## config.mk

```make
export PLATFORM = sky130hd
export DESIGN_NAME = modem_ctl_stat
export DESIGN_NICKNAME = d
export VERILOG_FILES = /design/src/rtl/modem_pkg.sv /design/src/rtl/hs_sync.sv /design/src/rtl/hs_delta.sv /design/src/rtl/modem_ctl_stat.sv
export SDC_FILE = /design/constraint.sdc
export NUM_CORES = 1
export LEC_CHECK = 0
export BUFFER_PORTS_ARGS = -buffer_cell sky130_fd_sc_hd__clkbuf_2
export CAP_MARGIN = 20
export CELL_PAD_IN_SITES_DETAIL_PLACEMENT = 0
export CELL_PAD_IN_SITES_GLOBAL_PLACEMENT = 2
export CORE_MARGIN = 10
export CORE_UTILIZATION = 24
export CTS_CLUSTER_DIAMETER = 80
export CTS_CLUSTER_SIZE = 25
export DETAILED_ROUTE_END_ITERATION = 7
export PLACE_DENSITY_LB_ADDON = 0.1
export SYNTH_ARGS = -nofsm -noshare
export SYNTH_HDL_FRONTEND = slang
export SYNTH_SLANG_ARGS = --single-unit
```

## constraint.sdc

```tcl
create_clock -name clk -period 1 [get_ports clk]
set_input_delay 0.15 -clock clk [delete_from_list [all_inputs] [get_ports clk]]
set_output_delay 0.15 -clock clk [all_outputs]
set_load 0.02 [all_outputs]
```

## src/rtl/modem_pkg.sv

```systemverilog
// Shared definitions for the modem handshake unit.
// Line vectors are ordered {carrier detect, ring, data set ready, clear to send}.
package modem_pkg;
    localparam int HS_LINES = 4;
    localparam int REG_W    = 8;
    localparam int CTL_USED = 5;
    localparam int SYNC_STAGES = 2;

    // Indices into a handshake line vector
    localparam int IX_CTS = 0;
    localparam int IX_DSR = 1;
    localparam int IX_RI  = 2;
    localparam int IX_DCD = 3;

    // Indices into the control register
    localparam int CB_DTR  = 0;
    localparam int CB_RTS  = 1;
    localparam int CB_AUX1 = 2;
    localparam int CB_AUX2 = 3;
    localparam int CB_LOOP = 4;

    // Lines whose flag is raised only on a falling edge
    localparam logic [HS_LINES-1:0] TRAIL_ONLY = 4'b0100;
endpackage

```

## src/rtl/hs_sync.sv

```systemverilog
// Multi-stage synchronizer for a vector of asynchronous inputs.
// Assumes each bit is independent; no coherence across bits is promised.
module hs_sync #(
    parameter int W      = 4,
    parameter int STAGES = 2
) (
    input  logic         clk,
    input  logic         rst_n,
    input  logic [W-1:0] async_i,
    output logic [W-1:0] sync_o
);
    logic [W-1:0] stg [STAGES];

    genvar s;
    generate
        for (s = 0; s < STAGES; s++) begin : g_stage
            // Each stage samples the previous one (stage 0 samples the input)
            always_ff @(posedge clk) begin
                if (!rst_n) stg[s] <= '0;
                else if (s == 0) stg[s] <= async_i;
                else stg[s] <= stg[(s == 0) ? 0 : s-1];
            end
        end
    endgenerate

    assign sync_o = stg[STAGES-1];
endmodule

```

## src/rtl/hs_delta.sv

```systemverilog
// Sticky change detector per line. Lines marked in TRAIL set their flag
// only on a 1->0 transition; the others set on any transition.
// A clear request and a new change at the same edge leave the flag set.
module hs_delta #(
    parameter int           W     = 4,
    parameter logic [W-1:0] TRAIL = '0
) (
    input  logic         clk,
    input  logic         rst_n,
    input  logic [W-1:0] lines_i,
    input  logic         clr_i,
    output logic [W-1:0] delta_o
);
    logic [W-1:0] prev_q;
    logic [W-1:0] hit;

    genvar i;
    generate
        for (i = 0; i < W; i++) begin : g_det
            if (TRAIL[i]) begin : g_fall
                // Falling-edge-only detector
                assign hit[i] = prev_q[i] & ~lines_i[i];
            end else begin : g_any
                // Either-direction detector
                assign hit[i] = prev_q[i] ^ lines_i[i];
            end
        end
    endgenerate

    // Remember last observed line levels
    always_ff @(posedge clk) begin
        if (!rst_n) prev_q <= '0;
        else        prev_q <= lines_i;
    end

    // Accumulate changes; a read clears only what it has already returned
    always_ff @(posedge clk) begin
        if (!rst_n) delta_o <= '0;
        else        delta_o <= (clr_i ? '0 : delta_o) | hit;
    end
endmodule

```

## src/rtl/modem_ctl_stat.sv

```systemverilog
// Modem handshake control register, status byte and interrupt request.
// Assumes strobes are single-cycle and synchronous to clk; the pins are
// asynchronous and are synchronized here. Loopback bypasses the synchronizer.
module modem_ctl_stat
    import modem_pkg::*;
(
    input  logic             clk,
    input  logic             rst_n,
    input  logic             ctl_wr,
    input  logic [REG_W-1:0] ctl_wdata,
    input  logic             stat_rd,
    input  logic             cts_pin,
    input  logic             dsr_pin,
    input  logic             ri_pin,
    input  logic             dcd_pin,
    output logic [REG_W-1:0] ctl_q,
    output logic             dtr_out,
    output logic             rts_out,
    output logic             aux1_out,
    output logic             aux2_out,
    output logic [REG_W-1:0] stat_q,
    output logic             msi_irq
);
    logic [CTL_USED-1:0] ctl_r;
    logic [HS_LINES-1:0] pins_raw, pins_syn, loop_lines, lines_now, deltas;
    logic                loop_on;

    // Control register holds only the implemented bits
    always_ff @(posedge clk) begin
        if (!rst_n)      ctl_r <= '0;
        else if (ctl_wr) ctl_r <= ctl_wdata[CTL_USED-1:0];
    end

    assign ctl_q   = {{(REG_W-CTL_USED){1'b0}}, ctl_r};
    assign loop_on = ctl_r[CB_LOOP];

    // Output drivers, silenced while looped back
    assign dtr_out  = ctl_r[CB_DTR]  & ~loop_on;
    assign rts_out  = ctl_r[CB_RTS]  & ~loop_on;
    assign aux1_out = ctl_r[CB_AUX1] & ~loop_on;
    assign aux2_out = ctl_r[CB_AUX2] & ~loop_on;

    // Gather raw pins in line-vector order
    always_comb begin
        pins_raw          = '0;
        pins_raw[IX_CTS]  = cts_pin;
        pins_raw[IX_DSR]  = dsr_pin;
        pins_raw[IX_RI]   = ri_pin;
        pins_raw[IX_DCD]  = dcd_pin;
    end

    hs_sync #(.W(HS_LINES), .STAGES(SYNC_STAGES)) u_sync (
        .clk    (clk),
        .rst_n  (rst_n),
        .async_i(pins_raw),
        .sync_o (pins_syn)
    );

    // Internal route from control bits to status lines
    always_comb begin
        loop_lines         = '0;
        loop_lines[IX_CTS] = ctl_r[CB_RTS];
        loop_lines[IX_DSR] = ctl_r[CB_DTR];
        loop_lines[IX_RI]  = ctl_r[CB_AUX1];
        loop_lines[IX_DCD] = ctl_r[CB_AUX2];
    end

    assign lines_now = loop_on ? loop_lines : pins_syn;

    hs_delta #(.W(HS_LINES), .TRAIL(TRAIL_ONLY)) u_delta (
        .clk    (clk),
        .rst_n  (rst_n),
        .lines_i(lines_now),
        .clr_i  (stat_rd),
        .delta_o(deltas)
    );

    assign stat_q  = {lines_now, deltas};
    assign msi_irq = |deltas;
endmodule

```

---- After elaboration in Yosys (flattened, before gate mapping) ----
Memories as Yosys holds them, arrays and structs flattened.
Index checks and enable logic that the tools add are counted.
word-level totals
  flip-flop bits (word level) ............. 13
  bits in latches ......................... 0
  memory bits (writable) .................. 8
  ROM bits ................................ 0
  input bits .............................. 16
  output and inout port bits .............. 21
  logic and storage cells ................. 24
  memories kept ........................... 1
cells by class
  add/subtract/negate cells ............... 0
  multipliers ............................. 0
  div/mod/pow operators ................... 0
  magnitude comparators ................... 0
  equality and inequality tests ........... 0
  shift-type cells ........................ 0
  multiplexer cells ....................... 6
  bitwise gates (word level) .............. 13
  reduce and logical (&&, ||, !) cells .... 1
memories
  name        words  bits a word  read ports  clocked after Yosys merged registers in  wr ports  line           RTL
  u_sync.stg  2      4            2           0                                        2         hs_sync.sv:12  logic [W-1:0] stg [STAGES];
operators with widths
  operator          count
  $mux W4           4
  $and A1 B1 Y1     5
  $or A4 B4 Y4      1
  $reduce_or A4 Y1  1
  $xor A1 B1 Y1     3
  $mux W1           2
  $not A1 Y1        2
  $or A1 B1 Y1      2

---- Depth between registers and ports, before layout ----
Gate-level depths: netlist (run 1).
An unclocked memory read counts as a cell.
  depth after elaboration ................. 5
  depth in mapped cells ................... 4
  mapped depth without buffers ............ 3

---- Modules after synthesis ----
A second synthesis (run 1) with hierarchy kept.
second synthesis, totals
  cells, all modules ...................... 70
  area total of the unflattened synthesis .. 782.0 µm²
modules (own cells, without submodules)
  module          times used  cells each  area each (µm²)
  modem_ctl_stat  1           30          295.3
  hs_delta        1           24          276.5
  hs_sync         1           16          210.2

---- Least setup slack after synthesis (run 1) ----
No wires, ideal clock.
  path kind ............................... reg2reg
  start ................................... reg ctl_r[4]
  end ..................................... reg u_delta.prev_q[0]
  library setup time ...................... 0.116 ns
  arrival time ............................ 1.081 ns
  path slack .............................. -0.197 ns
  stages on the path, launching flop included .. 4
  path buffers ............................ 1
  cell sequence ........................... dfxtp_1 -> buf_6 -> mux2i_2 -> and2b_2
on the way
  longest elaborated chain between the ends .. 1
ends and longest elaborated chain
  item                    line                  RTL
  from (decl)             modem_ctl_stat.sv:24  logic [CTL_USED-1:0] ctl_r;
  from (signal assigned)  modem_ctl_stat.sv:31  else if (ctl_wr) ctl_r <= ctl_wdata[CTL_USED-1:0];
  $mux W4                 modem_ctl_stat.sv:68  assign lines_now = loop_on ? loop_lines : pins_syn;
  to (signal assigned)    hs_delta.sv:33        else prev_q <= lines_i;
  to (decl)               hs_delta.sv:14        logic [W-1:0] prev_q;
No other way between the ends.
A chain may end at the register's enable or synchronous reset.

---- Final worst setup path (run 1) ----
  start ................................... reg u_delta.delta_o[1]
  end ..................................... out msi_irq
on the way
  longest elaborated chain between the ends .. 1
ends and longest elaborated chain
  item                    line                  RTL
  from (decl)             hs_delta.sv:12        output logic [W-1:0] delta_o
  from (signal assigned)  hs_delta.sv:39        else delta_o <= (clr_i ? '0 : delta_o) | hit;
  $reduce_or A4 Y1        modem_ctl_stat.sv:79  assign msi_irq = |deltas;
  to (decl)               modem_ctl_stat.sv:22  output logic msi_irq
No other way between the ends.

==> metrics.txt, run 1 <==
routed vias 605; clock share of power 0.235; Hold Crit Depth 2; worst skew pair latency 0.31 ns; Area growth syn-to-layout 69.6%; RSZ-0062 raised after global routing yes; fin area 1410 sq um; CTS clk-pin slew, worst paths 0.11 ns; # port buffers 30; sequential share of power 0.518; Worst Hold Path EP u_sync.stg[0][1]; reg2reg path depth 6; Total Routing Usage GR 0.0582; Routed WL 1870 um; FF-to-FF End u_delta.delta_o[3]; worst vdd ir 0.500 mV; gpl congestion 0.608; distinct cell type count after synthesis 17; initial DRC count 2; Yosys reg bits 21; initial antenna violation count 0; total power 1.76 mW; dpl cells 153; Die X 78.7 um; layout cell share with drive strength beyond 1 0.605; crit start category flip-flop; clock buffer depth 2; clk sinks 21; CTS tree built; Final period util 1.45; skew final 0.00520 ns; Slew Viols, Final 0; area of the core 3340 sq um; Ant. Diodes 0; Syn Inst Count 76; final setup vio count 20; Hold Crit Start dsr_pin; GRT overflow 0; row count 21; CTS Hold Bufs 0; LEAKAGE 0.635 nW; DIE AREA 6200 sq um; Wirelength per Cell 11.3 um; Max Fclk 0.689 GHz; Antenna Nets Post-Route 0; Avg Synthesized Cell Area 10.9 sq um; Hold Slack 0.0362 ns; CP arrival 1.30 ns; combinational power share 0.247; crit end category output pin; global-route wire length before repair 2860 um; Switching Share 0.265; CP max FO 2; net switching power figure 467 uW; Starting Density 0.248; Root Buffer Master clkbuf_4; H-tree level count 1; Pre-Repair DR Iteration Count 3; Synth warnings 0; Chip Height 78.7 um; total CTS buffers 3; largest net degree at the start of global routing 22; vias in the first global route 624; r2r setup slk -0.25 ns; max-cap viol count 0; Post-Syn Area 828 sq um; # DRC 0; count of final hold-check violations 0; post-DR vias/cell 3.67; HP Class primary input to flip-flop; CP required 0.85 ns; final layout net count 136; register area share after synthesis 0.508; P_int 1.29 mW; final worst setup slack -0.452 ns; Post-DP Area 1050 sq um; P per Cell Area 1250 nW/um^2; status finished with violations; CP Class flip-flop to output pin; Tmin final 1.45 ns; worst reg2reg path startpoint ctl_r[4]; post-route insts no fill 165; I/O pins 37; failing checks negative setup slack
## logic make-up (layout without fill, tap and decap cells)
logic type             count (synthesis)  in the layout  share of synthesized area
multiplexers                           9              9                      0.122
AND/OR/NAND/NOR                       27             27                      0.227
flip-flops                            21             21                      0.508
XOR/XNOR                               3              3                     0.0317
AO/OA/AOI/OAI                          4              4                     0.0332
other                                  1              3                    0.00453
buffers and inverters                 11             52                     0.0740
## layer usage
layer  track usage  routed length, um  up-vias  share of wire
met1        0.0581                779      269           0.42
li1              -                  -      316              -
met5             0                  0        -              0
met4        0.0215                 31        0          0.017
met2        0.0979                907       18           0.48
met3        0.0349                154        2          0.082
## power groups by stage
| stage | Sequential [mW] | Combinational (mW) | Clock [mW] |
|---|---|---|---|
| 6_report | 0.912 | 0.436 | 0.413 |
| 5_1_grt | 0.917 | 0.468 | 0.472 |
| 4_1_cts | 0.917 | 0.374 | 0.432 |
| 3_5_place_dp | 0.929 | 0.283 | 0 |
| 3_3_place_gp | 0.928 | 0.283 | 0 |
| 2_1_floorplan | 0.946 | 0.168 | 0 |
## cell usage after synthesis
library cell   n  area, sq um
a21boi_1       3         22.5
a21oi_1        1         5.00
and2_1         8         50.1
and2b_2        7         61.3
buf_2          1         5.00
buf_4          3         22.5
buf_6          1         11.3
clkbuf_1       2         7.51
conb_1         1         3.75
dfxtp_1       21          420
inv_1          4         15.0
mux2i_1        6         60.1
mux2i_2        3         41.3
nand2b_1       3         18.8
nor2b_1        8         50.1
or4_1          1         7.51
xor2_1         3         26.3
## layout by cell type, fill, tap and decap left out
cell type and count:
dfxtp_4 5, a21oi_2 1, mux2i_1 6, clkbuf_2 12, nor2b_1 8, nand2b_1 3
and2b_2 7, a21boi_1 3, inv_2 4, buf_6 15, dfxtp_1 12, conb_1 3
clkbuf_4 3, clkbuf_1 1, buf_4 2, or4_4 1, xor2_1 3, buf_12 1
dfxtp_2 4, and2_1 8, buf_8 14, mux2i_4 3
## how the worst max path moves through the flow
stage	start	endpoint	slack [ns]	cells after the start
2_1_floorplan	ctl_r[4]	u_delta.prev_q[0]	-0.09	3
3_3_place_gp	u_delta.delta_o[2]	msi_irq	-0.12	2
3_5_place_dp	u_delta.delta_o[2]	msi_irq	-0.12	2
4_1_cts	u_delta.delta_o[2]	msi_irq	-0.48	2
5_1_grt	u_delta.delta_o[1]	msi_irq	-0.50	2
6_report	u_delta.delta_o[1]	msi_irq	-0.45	2
## final cells by class
class / count / area (sq um)
clock buffers: 4 / 26.3
flip-flops and latches: 21 / 444
well taps: 46 / 57.6
multi-input cells: 46 / 388
fillers: 344 / 1930
inverters: 4 / 15.0
repair buffers: 44 / 474
## flip-flops by register name, summed over array words and instances, names as in the netlist
name / flops
u_delta.prev_q: 4
u_delta.delta_o: 4
ctl_r: 5
u_sync.stg: 8
## worst max-delay path: stages, from the launching register on
cell	delay (ns)
dfxtp_2	0.34
or4_4	0.52
buf_6	0.14
## through the flow
step	setup TNS, ns	setup WS, ns	util
2_1_floorplan	-0.791	-0.0908	-
3_3_place_gp	-0.772	-0.122	0.315
3_5_place_dp	-0.823	-0.124	0.315
4_1_cts	-5.37	-0.476	0.394
5_1_grt	-6.15	-0.500	0.421
6_report	-4.91	-0.452	0.421
## repair_timing
action	in CTS	in global routing
endpoints found under the hold margin	0	0
endpoints found under the setup margin	25	26
setup buffers	5	8
gates resized for setup	51	36
pin swaps	0	7
No activity file was read; power rests on OpenSTA's default activity.
==> run 2: changes to the inputs <==
- CORE_ASPECT_RATIO: not set -> 1.4
==> run 2 against run 1 <==
  * The run still ends with negative setup slack left
  * Via count grew 0.99%
  * Clock-buffer cell count did not move
  * Die area up 0.54%
  * Cell count fell by 4.8%
  * Total power grew 5.5%
  * Critical path depth did not move
  * Final area down 5.1%
  * Routed wire length rose by 2.5%
  * Worst hold slack improved by 0.054 ns
  * Maximum frequency rose by 4.2%
  * First-iteration DRC count increased to 6.0 times the previous value
  * Largest cell class is now registers
  * Highest routed layer unchanged
==> metrics.txt, run 2 (synthesized netlist as in run 1, its figures left out) <==
P_int 1.40 mW (+8.0%); CTS Hold Bufs 0 (unchanged); Wirelength per Cell 12.2 um (+7.7%); worst vdd ir 0.758 mV (+52%); total power 1.86 mW (+5.5%); global-route wire length before repair 3060 um (+6.7%); Ant. Diodes 0 (unchanged); layout cell share with drive strength beyond 1 0.590 (-0.0153); Area growth syn-to-layout 61.0%; worst reg2reg path startpoint ctl_r[4]; DIE AREA 6230 sq um (+0.54%); Pre-Repair DR Iteration Count 2 (-1); CP max FO 2 (unchanged); CP Class flip-flop to output pin; skew final 0.00556 ns (+0.000362 ns); status finished with violations; # DRC 0 (unchanged); Tmin final 1.39 ns (-0.0588 ns); clk sinks 21 (unchanged); final setup vio count 19 (-5.0%); Slew Viols, Final 0 (unchanged); Max Fclk 0.718 GHz (+4.2%); DP Worst Slack -0.127 ns (-0.00268 ns); CP arrival 1.24 ns (-0.06 ns); clock share of power 0.288 (+0.053); CTS clk-pin slew, worst paths 0.07 ns (-0.04 ns); Hold Crit Start dsr_pin; P per Cell Area 1390 nW/um^2 (+11%); Post-DP HPWL 1440 um; Final period util 1.39 (-0.0588); max-cap viol count 0 (unchanged); crit end category output pin; reg2reg path depth 4 (-2); Switching Share 0.248 (-0.0180); clock buffer depth 2 (unchanged); worst skew pair latency 0.25 ns (-0.06 ns); net switching power figure 459 uW (-1.7%); Die X 69.7 um (-12%); HP Class primary input to flip-flop; count of final hold-check violations 0 (unchanged); commonest non-fill, non-tap cells in the layout 16 x buf_6, 14 x clkbuf_2, 13 x dfxtp_1; Worst Hold Path EP u_sync.stg[0][1]; commonest non-fill, non-tap cell in the layout buf_6; I/O pins 37 (unchanged); initial antenna violation count 0 (unchanged); Chip Height 89.5 um (+14%); Total Routing Usage GR 0.0625 (+0.00432); Routed WL 1920 um (+2.5%); top flop regs u_sync.stg x8, ctl_r x5; Antenna Nets Post-Route 0 (unchanged); r2r setup slk -0.16 ns (+0.09 ns); critical path startpoint u_delta.delta_o[0]; routed vias 611 (+0.99%); initial DRC count 12 (+10); sequential share of power 0.495 (-0.023); LEAKAGE 0.621 nW (-2.3%); gpl congestion 0.673 (+11%); FF-to-FF End u_delta.delta_o[0]; vias in the first global route 650 (+4.2%); combinational power share 0.217 (-0.030); area of the core 3350 sq um (+0.30%); Starting Density 0.247 (-0.000742); CP required 0.85 ns (about the same); H-tree level count 1 (unchanged); row count 25 (+19%); RSZ-0062 raised after global routing yes; failing checks negative setup slack; post-DR vias/cell 3.89 (+6.1%); total CTS buffers 3 (unchanged); # port buffers 30 (unchanged); Hold Crit Depth 2 (unchanged); Largest register FFs 8 (unchanged); GRT overflow 0 (unchanged); largest net degree at the start of global routing 22 (unchanged); Root Buffer Master clkbuf_8; CTS tree built; crit start category flip-flop; Reg with most FFs u_sync.stg; final layout net count 134 (-1.5%); final worst setup slack -0.393 ns (+0.0588 ns)
[run 2: worst max path at each step]
| stage | end | depth (start not counted) | slack [ns] |
|---|---|---|---|
| after global routing | msi_irq | 2 | -0.42 |
| final | msi_irq | 2 | -0.39 |
| after global placement | msi_irq | 2 | -0.12 |
| after detailed placement | msi_irq | 2 | -0.13 |
| after floorplan | u_delta.prev_q[0] | 3 | -0.09 |
| after CTS | msi_irq | 2 | -0.42 |
[run 2: area by class of cell]
type                       count  area, sq um
sequential                    21          433
tap                           40         50.0
clock buffer                   4         45.0
inverter                       4         15.0
timing repair buffer          42          395
multi-input combinational     46          395
fill                         335         2010
[run 2: stage by stage]
step | cells | hold slack [ns] | utilization | TNS, ns | cell area [sq um]
2_1_floorplan | 78 | 0.272 | - | -0.791 | 846
3_3_place_gp | 147 | 0.356 | 0.312 | -0.632 | 1040
3_5_place_dp | 147 | 0.355 | 0.312 | -0.652 | 1040
4_1_cts | 155 | 0.0825 | 0.374 | -4.12 | 1250
5_1_grt | 157 | 0.0967 | 0.399 | -4.74 | 1330
6_report | 157 | 0.0902 | 0.399 | -3.83 | 1330
[run 2: worst max-delay path: stages (launching register included)]
cell and delay [ns]:
dfxtp_2 0.32, or4_4 0.53, buf_8 0.14
[run 2: routing by layer]
layer | wire [um] | share of wire | GRT usage
met5 | 0 | 0 | 0
met4 | 23 | 0.012 | 0.0432
met3 | 120 | 0.063 | 0.0233
met2 | 995 | 0.52 | 0.115
met1 | 778 | 0.41 | 0.0565
[run 2: power by group through the flow]
stage	logic (mW)	clock network, mW	registers, mW
3_3_place_gp	0.284	0	0.926
6_report	0.402	0.535	0.919
5_1_grt	0.435	0.599	0.924
4_1_cts	0.359	0.570	0.918
2_1_floorplan	0.168	0	0.946
3_5_place_dp	0.286	0	0.927
[run 2: timing repair]
| action | in CTS | in global routing |
|---|---|---|
| pin swaps | 2 | 4 |
| setup buffers | 4 | 6 |
| endpoints found under the setup margin | 21 | 23 |
| cloned | 0 | 0 |
| resized for setup | 32 | 38 |
